### src/rtl/enc_ctx_pkg.sv
package enc_ctx_pkg;
  typedef enum logic [3:0] {
    OP_NOP      = 4'd0,
    OP_ENTER    = 4'd1,
    OP_EXIT     = 4'd2,
    OP_PAUSE    = 4'd3,
    OP_RESUME   = 4'd4,
    OP_SHM_ON   = 4'd5,
    OP_SHM_OFF  = 4'd6,
    OP_SET_EKEY = 4'd7,
    OP_SET_DKEY = 4'd8
  } ctx_op_e;

  typedef struct packed {
    logic enter;
    logic leave;
    logic pause;
    logic resume;
    logic shm_on;
    logic shm_off;
    logic set_ekey;
    logic set_dkey;
  } ctx_cmd_t;
endpackage

### src/rtl/enc_ctx_decode.sv
module enc_ctx_decode
  import enc_ctx_pkg::*;
(
  input  logic       op_valid,
  input  logic [3:0] op_code,
  input  logic       ready,
  input  logic       active,
  output ctx_cmd_t   cmd
);
  logic accept;
  logic gated;

  assign accept = op_valid & ready;
  assign gated  = accept & active;

  always_comb begin
    cmd          = '0;
    cmd.enter    = accept & (op_code == OP_ENTER);
    cmd.leave    = accept & (op_code == OP_EXIT);
    cmd.pause    = gated  & (op_code == OP_PAUSE);
    cmd.resume   = gated  & (op_code == OP_RESUME);
    cmd.shm_on   = gated  & (op_code == OP_SHM_ON);
    cmd.shm_off  = gated  & (op_code == OP_SHM_OFF);
    cmd.set_ekey = gated  & (op_code == OP_SET_EKEY);
    cmd.set_dkey = gated  & (op_code == OP_SET_DKEY);
  end
endmodule

### src/rtl/enc_ctx_state.sv
module enc_ctx_state
  import enc_ctx_pkg::*;
#(
  parameter int ID_W = 32
) (
  input  logic            clk,
  input  logic            rst_n,
  input  ctx_cmd_t        cmd,
  input  logic [ID_W-1:0] pc,
  output logic [ID_W-1:0] id_q,
  output logic            active_q,
  output logic            data_on_q,
  output logic            shm_q
);
  logic [ID_W-1:0] id_d;
  logic            active_d, data_on_d, shm_d, upd;

  assign upd = cmd.enter | cmd.leave | cmd.pause | cmd.resume | cmd.shm_on | cmd.shm_off;

  always_comb begin
    id_d      = id_q;
    active_d  = active_q;
    data_on_d = data_on_q;
    shm_d     = shm_q;
    if (cmd.leave) begin
      id_d      = '0;
      active_d  = 1'b0;
      data_on_d = 1'b0;
      shm_d     = 1'b0;
    end else if (cmd.enter) begin
      id_d      = pc;
      active_d  = 1'b1;
      data_on_d = 1'b1;
      shm_d     = 1'b0;
    end else begin
      if (cmd.pause)   data_on_d = 1'b0;
      if (cmd.resume)  data_on_d = 1'b1;
      if (cmd.shm_on)  shm_d     = 1'b1;
      if (cmd.shm_off) shm_d     = 1'b0;
    end
  end

  always_ff @(posedge clk or negedge rst_n) begin
    if (!rst_n) begin
      id_q      <= '0;
      active_q  <= 1'b0;
      data_on_q <= 1'b0;
      shm_q     <= 1'b0;
    end else if (upd) begin
      id_q      <= id_d;
      active_q  <= active_d;
      data_on_q <= data_on_d;
      shm_q     <= shm_d;
    end
  end

  // the identifier is written only by enter or exit
  p_id_only_enter_r2: assert property (@(posedge clk) disable iff (!rst_n)
    (!cmd.enter && !cmd.leave) |=> $stable(id_q));
  // enter captures the program counter
  p_enter_loads_pc_r2: assert property (@(posedge clk) disable iff (!rst_n)
    cmd.enter |=> (id_q == $past(pc)));
  // code encryption stays on until an exit
  p_code_until_exit_r5: assert property (@(posedge clk) disable iff (!rst_n)
    (active_q && !cmd.leave) |=> active_q);
endmodule

### src/rtl/enc_ctx_keys.sv
module enc_ctx_keys #(
  parameter int OPND_W = 32,
  parameter int NKEY   = 2
) (
  input  logic                          clk,
  input  logic                          rst_n,
  input  logic [NKEY-1:0]               load,
  input  logic                          clr,
  input  logic [OPND_W-1:0]             opnd_a,
  input  logic [OPND_W-1:0]             opnd_b,
  output logic [NKEY-1:0][2*OPND_W-1:0] key_q
);
  localparam int KEY_W = 2 * OPND_W;

  for (genvar g = 0; g < NKEY; g++) begin : g_key
    logic [KEY_W-1:0] key_d;
    logic             en;

    assign en = load[g] | clr;

    always_comb begin
      if (clr) key_d = '0;
      else     key_d = {opnd_a, opnd_b};
    end

    always_ff @(posedge clk or negedge rst_n) begin
      if (!rst_n)  key_q[g] <= '0;
      else if (en) key_q[g] <= key_d;
    end

    // a key holds its value unless loaded or wiped
    p_key_hold_r6: assert property (@(posedge clk) disable iff (!rst_n)
      (!load[g] && !clr) |=> $stable(key_q[g]));
    // a load places the first operand in the upper half
    p_key_order_r7: assert property (@(posedge clk) disable iff (!rst_n)
      (load[g] && !clr) |=> (key_q[g][KEY_W-1:OPND_W] == $past(opnd_a)));
  end
endmodule

### src/rtl/enc_ctx_flush.sv
module enc_ctx_flush (
  input  logic clk,
  input  logic rst_n,
  input  logic start,
  input  logic simple_done,
  input  logic flush_done,
  output logic busy_q,
  output logic op_done_q
);
  logic busy_d, done_d;

  always_comb begin
    busy_d = busy_q;
    if (start)                    busy_d = 1'b1;
    else if (busy_q & flush_done) busy_d = 1'b0;
    done_d = simple_done | (busy_q & flush_done);
  end

  always_ff @(posedge clk or negedge rst_n) begin
    if (!rst_n) begin
      busy_q    <= 1'b0;
      op_done_q <= 1'b0;
    end else begin
      busy_q    <= busy_d;
      op_done_q <= done_d;
    end
  end

  // a pending flush is held until acknowledged
  p_flush_hold_r3: assert property (@(posedge clk) disable iff (!rst_n)
    (busy_q && !flush_done) |=> busy_q);
  // acknowledge ends the flush with a done pulse
  p_done_after_ack_r3: assert property (@(posedge clk) disable iff (!rst_n)
    (busy_q && flush_done) |=> (op_done_q && !busy_q));
endmodule

### src/rtl/enc_ctx_ctrl.sv
module enc_ctx_ctrl
  import enc_ctx_pkg::*;
#(
  parameter int ID_W   = 32,
  parameter int OPND_W = 32
) (
  input  logic                clk,
  input  logic                rst_n,
  input  logic                op_valid,
  input  logic [3:0]          op_code,
  input  logic [ID_W-1:0]     pc,
  input  logic [OPND_W-1:0]   opnd_a,
  input  logic [OPND_W-1:0]   opnd_b,
  input  logic                flush_done,
  output logic                op_ready,
  output logic                op_done,
  output logic [ID_W-1:0]     ctx_id,
  output logic [ID_W-1:0]     data_id,
  output logic                code_enc_en,
  output logic                data_enc_en,
  output logic                data_key_shared,
  output logic [2*OPND_W-1:0] shm_enc_key,
  output logic [2*OPND_W-1:0] shm_dec_key,
  output logic                flush_ic_req,
  output logic                flush_dc_req
);
  localparam int KEY_W = 2 * OPND_W;

  ctx_cmd_t              cmd;
  logic [ID_W-1:0]       id_q;
  logic                  active_q, data_on_q, shm_q, busy_q;
  logic [1:0][KEY_W-1:0] keys;
  logic                  simple_done;

  enc_ctx_decode u_dec (
    .op_valid (op_valid),
    .op_code  (op_code),
    .ready    (!busy_q),
    .active   (active_q),
    .cmd      (cmd)
  );

  enc_ctx_state #(.ID_W(ID_W)) u_state (
    .clk       (clk),
    .rst_n     (rst_n),
    .cmd       (cmd),
    .pc        (pc),
    .id_q      (id_q),
    .active_q  (active_q),
    .data_on_q (data_on_q),
    .shm_q     (shm_q)
  );

  enc_ctx_keys #(.OPND_W(OPND_W), .NKEY(2)) u_keys (
    .clk    (clk),
    .rst_n  (rst_n),
    .load   ({cmd.set_dkey, cmd.set_ekey}),
    .clr    (cmd.leave),
    .opnd_a (opnd_a),
    .opnd_b (opnd_b),
    .key_q  (keys)
  );

  assign simple_done = cmd.pause | cmd.resume | cmd.shm_on | cmd.shm_off
                     | cmd.set_ekey | cmd.set_dkey;

  enc_ctx_flush u_flush (
    .clk         (clk),
    .rst_n       (rst_n),
    .start       (cmd.enter | cmd.leave),
    .simple_done (simple_done),
    .flush_done  (flush_done),
    .busy_q      (busy_q),
    .op_done_q   (op_done)
  );

  assign op_ready        = !busy_q;
  assign ctx_id          = id_q;
  assign data_id         = shm_q ? '0 : id_q;
  assign code_enc_en     = active_q;
  assign data_enc_en     = active_q & data_on_q;
  assign data_key_shared = active_q & shm_q;
  assign shm_enc_key     = keys[0];
  assign shm_dec_key     = keys[1];
  assign flush_ic_req    = busy_q;
  assign flush_dc_req    = busy_q;

  // shared mode always presents a zero data identifier
  p_shm_zero_id_r6: assert property (@(posedge clk) disable iff (!rst_n)
    data_key_shared |-> (data_id == '0));
  // context-bound operations give no completion while inactive
  p_ignore_inactive_r8: assert property (@(posedge clk) disable iff (!rst_n)
    (!code_enc_en && op_valid && op_ready && op_code >= 4'd3 && op_code <= 4'd8)
      |=> !op_done);
  // undefined codes give no completion
  p_undef_quiet_r9: assert property (@(posedge clk) disable iff (!rst_n)
    (op_valid && op_ready && (op_code == 4'd0 || op_code >= 4'd9)) |=> !op_done);
endmodule

### config.mk
export PLATFORM = sky130hd
export DESIGN_NAME = enc_ctx_ctrl
export DESIGN_NICKNAME = d
export VERILOG_FILES = /design/src/rtl/enc_ctx_pkg.sv /design/src/rtl/enc_ctx_decode.sv /design/src/rtl/enc_ctx_state.sv /design/src/rtl/enc_ctx_keys.sv /design/src/rtl/enc_ctx_flush.sv /design/src/rtl/enc_ctx_ctrl.sv
export SDC_FILE = /design/constraint.sdc
export NUM_CORES = 1
export LEC_CHECK = 0
export ABC_AREA = 1
export ABC_CLOCK_PERIOD_IN_PS = 1520
export CAP_MARGIN = 5
export CORE_ASPECT_RATIO = 1.25
export CORE_UTILIZATION = 43
export DETAILED_ROUTE_END_ITERATION = 8
export PLACE_DENSITY = 0.81
export SETUP_SLACK_MARGIN = 0.02
export SLEW_MARGIN = 25
export SYNTH_ARGS = -nofsm -noshare
export SYNTH_HDL_FRONTEND = slang
export SYNTH_SLANG_ARGS = --single-unit
### constraint.sdc
create_clock -name clk -period 1.52 [get_ports clk]
set_input_delay 0.304 -clock clk [delete_from_list [all_inputs] [get_ports clk]]
set_output_delay 0.304 -clock clk [all_outputs]
set_load 0.02 [all_outputs]
==> run metrics <==
status=finished with violations; failing checks=negative setup slack; setup violators final=33; WL met2=12,500 um; starting density of the core=0.443; 1st-iter DRT viols=501; Worst-path clk slew=0.07 ns; Port Buffer Count=302; DRC errors left=0; r2r startpoint=u_flush.busy_q; mapped cell area=7230 sq um; Critical path origin=u_state.shm_q; CTS Root Cell=clkbuf_16; cell mode on critical path=buf_6; CTS Buf Count=17; Fmax=594 MHz; critical path cell sequence=buf_12, buf_6, nor2_4, buf_6; fin cells=1,381; Synth Area in Compound Gates=0.000692; placer congestion estimate=0.821; Worst Reg-to-Reg Cells=8; All-Layer GR Usage=0.263; CTS H-tree depth=4; mux cell area share after synthesis=0; Syn Area/Cell=8.73 sq um; clock skew=0.00774 ns; Tmin final=1.68 ns; xor/xnor share of the synthesized area=0; synth-to-layout area growth=58.0%; detailed placement HPWL=15,500 um; Max Slew Vio Count=0; initial antenna violation count=0; DR vias=7,119; Inserted Diodes=0; # rows=52; CP top delay family=flip-flops; final hold vios=0; power per cell area=1240 nW/um^2; total die area=17,300 sq um; setup ws final=-0.164 ns; Multi-input gate area=2660 sq um; core box area=16,300 sq um; post-synthesis sequential area ratio=0.571; critical path arrival=1.38 ns; CTS tree=yes; ANT nets after route=0; Post-Route M1 WL=9540 um; Fill cells=1,345; critical path type=flip-flop to output pin; drt first pass iters=6; WP buf/inv=3; clk sinks=165; top sig layer=met4; Yosys reg bits=165; crit start category=flip-flop; layout cells sized above 1=0.155; first-pass GRT wire length=35,900 um; Max-Cap Viols=0; Netlist cell types=19; Final nets=1,256; total gr overflow=0; Overall Power=0.0142 W; largest family of logic cells by synthesized area=simple AND/OR/NAND/NOR gates; leakage power=6.48 nW; Simple-Gate Fraction of Synth Area=0.347; vias in the first global route=6,686; clk_lat worst skew=0.42 ns; RSZ-0062 raised after global routing=true; per-cell routed wire length=17.5 um; r2r setup slk=0.06 ns; Die X=118 um; adder-cell share of the synthesized area=0; crit share post-route=1.11; Slew @ Worst Pin=0.366 ns; worst hold path class=primary input to async pin; CP required=1.22 ns; Clock Path Buffers=2; met3 WL=1450 um; # IOs=303; via/cell ratio=5.15; largest net degree at the start of global routing=70; CP max stage delay=0.46 ns; worst-path cell with the longest stage delay=dfrtp_2; Mapped Cells=828; Seq. cell area=4130 sq um; final wirelength=24,200 um; Critical Path Fanout Max=8; worst r2r dst=u_keys.key_q[11]; DP Cell Count=1,327; Rel. slew slack=0.756; Worst VDD drop=0.711 mV; Die Ht=147 um; Yosys warning count=0; Syn Nets=932; Critical Path End Type=output pin
cells in the mapped netlist:
master,n,area share
buf_2,36,0.025
nand3_1,253,0.18
nand2_4,1,0.0016
dfrtp_1,165,0.57
nor2_8,2,0.0055
nand4_1,2,0.0017
o21ai_0,1,0.00069
nand3_2,7,0.0097
nand3_4,1,0.0024
inv_1,40,0.021
nor2_2,1,0.00087
inv_2,5,0.0026
clkbuf_1,7,0.0036
nor2_4,1,0.0016
nor2_1,38,0.020
buf_4,7,0.0073
nand2_1,245,0.13
buf_6,14,0.022
nand2_2,2,0.0017
cell type report:
class / count / share of cell area
flip-flops and latches: 165 / 0.362
repair buffers: 367 / 0.317
multi-input cells: 556 / 0.233
clock buffers: 18 / 0.0385
well taps: 216 / 0.0237
inverters: 45 / 0.0150
clock inverters: 14 / 0.0114
placed cells by master, fill, tap and decap left out, types with 14 or more instances in the layout:
cell type        instances
nand3_1                251
dlygate4sd2_1          142
dfrtp_1                163
clkbuf_16               24
clkdlybuf4s15_1         14
buf_12                  15
nand2_1                244
buf_6                   16
inv_1                   38
buf_4                   57
nor2_1                  26
clkdlybuf4s50_1         99
registers in the layout, summed over array words and instances (netlist names):
name               flops
u_flush.busy_q         1
u_state.active_q       1
u_state.id_q          32
u_flush.op_done_q      1
u_keys.key_q         128
u_state.shm_q          1
u_state.data_on_q      1
timing repair:
action                                 4_1_cts  5_1_grt
pin swaps                                    2       12
gates cloned                                 0       10
endpoints found under the hold margin       23        0
hold buffers                                 1        0
setup buffers                                2        9
setup endpoints to repair                  202      196
gates resized for setup                    359       66
cells by family (layout without fill, tap and decap cells):
family                 Yosys count  count (layout)
DFF                            165             165
and+or+nand+nor                553             555
AOI/OAI and AO/OA                1               1
buffers and inverters          109             444
metrics by stage:
| stage | area (sq um) | setup TNS (ns) | util | hold slack [ns] | setup WS, ns |
|---|---|---|---|---|---|
| floorplan | 7230 | 0 | - | 0.00841 | 0.0278 |
| global placement | 10700 | -44.92 | 0.653 | 0.196 | -0.310 |
| detailed placement | 10700 | -51.50 | 0.653 | 0.196 | -0.396 |
| CTS | 11000 | -3.08 | 0.675 | 0.308 | -0.208 |
| global route | 11400 | -4.94 | 0.699 | 0.327 | -0.202 |
| finish | 11400 | -3.46 | 0.699 | 0.314 | -0.164 |
power by group:
| part | internal [W] | switching [W] | leakage (nW) |
|---|---|---|---|
| logic | 0.00188 | 0.00255 | 3.99 |
| registers | 0.00513 | 0.000496 | 2.21 |
| clock network | 0.00232 | 0.00184 | 0.275 |
worst max path at each step:
stage | depth (start not counted) | slack [ns] | endpoint
floorplan | 8 | 0.03 | u_keys.key_q[39]
global placement | 8 | -0.31 | u_keys.key_q[102]
detailed placement | 8 | -0.40 | u_keys.key_q[35]
CTS | 3 | -0.21 | data_id[28]
global route | 3 | -0.20 | data_id[31]
finish | 4 | -0.16 | data_id[15]
routing by layer:
layer  vias up  global-route usage
met4         0               0.101
met3        44              0.0602
met5         -                   0
li1       3340                   -
met2       291               0.447
met1      3444               0.325
Note: power is estimated with default switching activity, not from simulation.
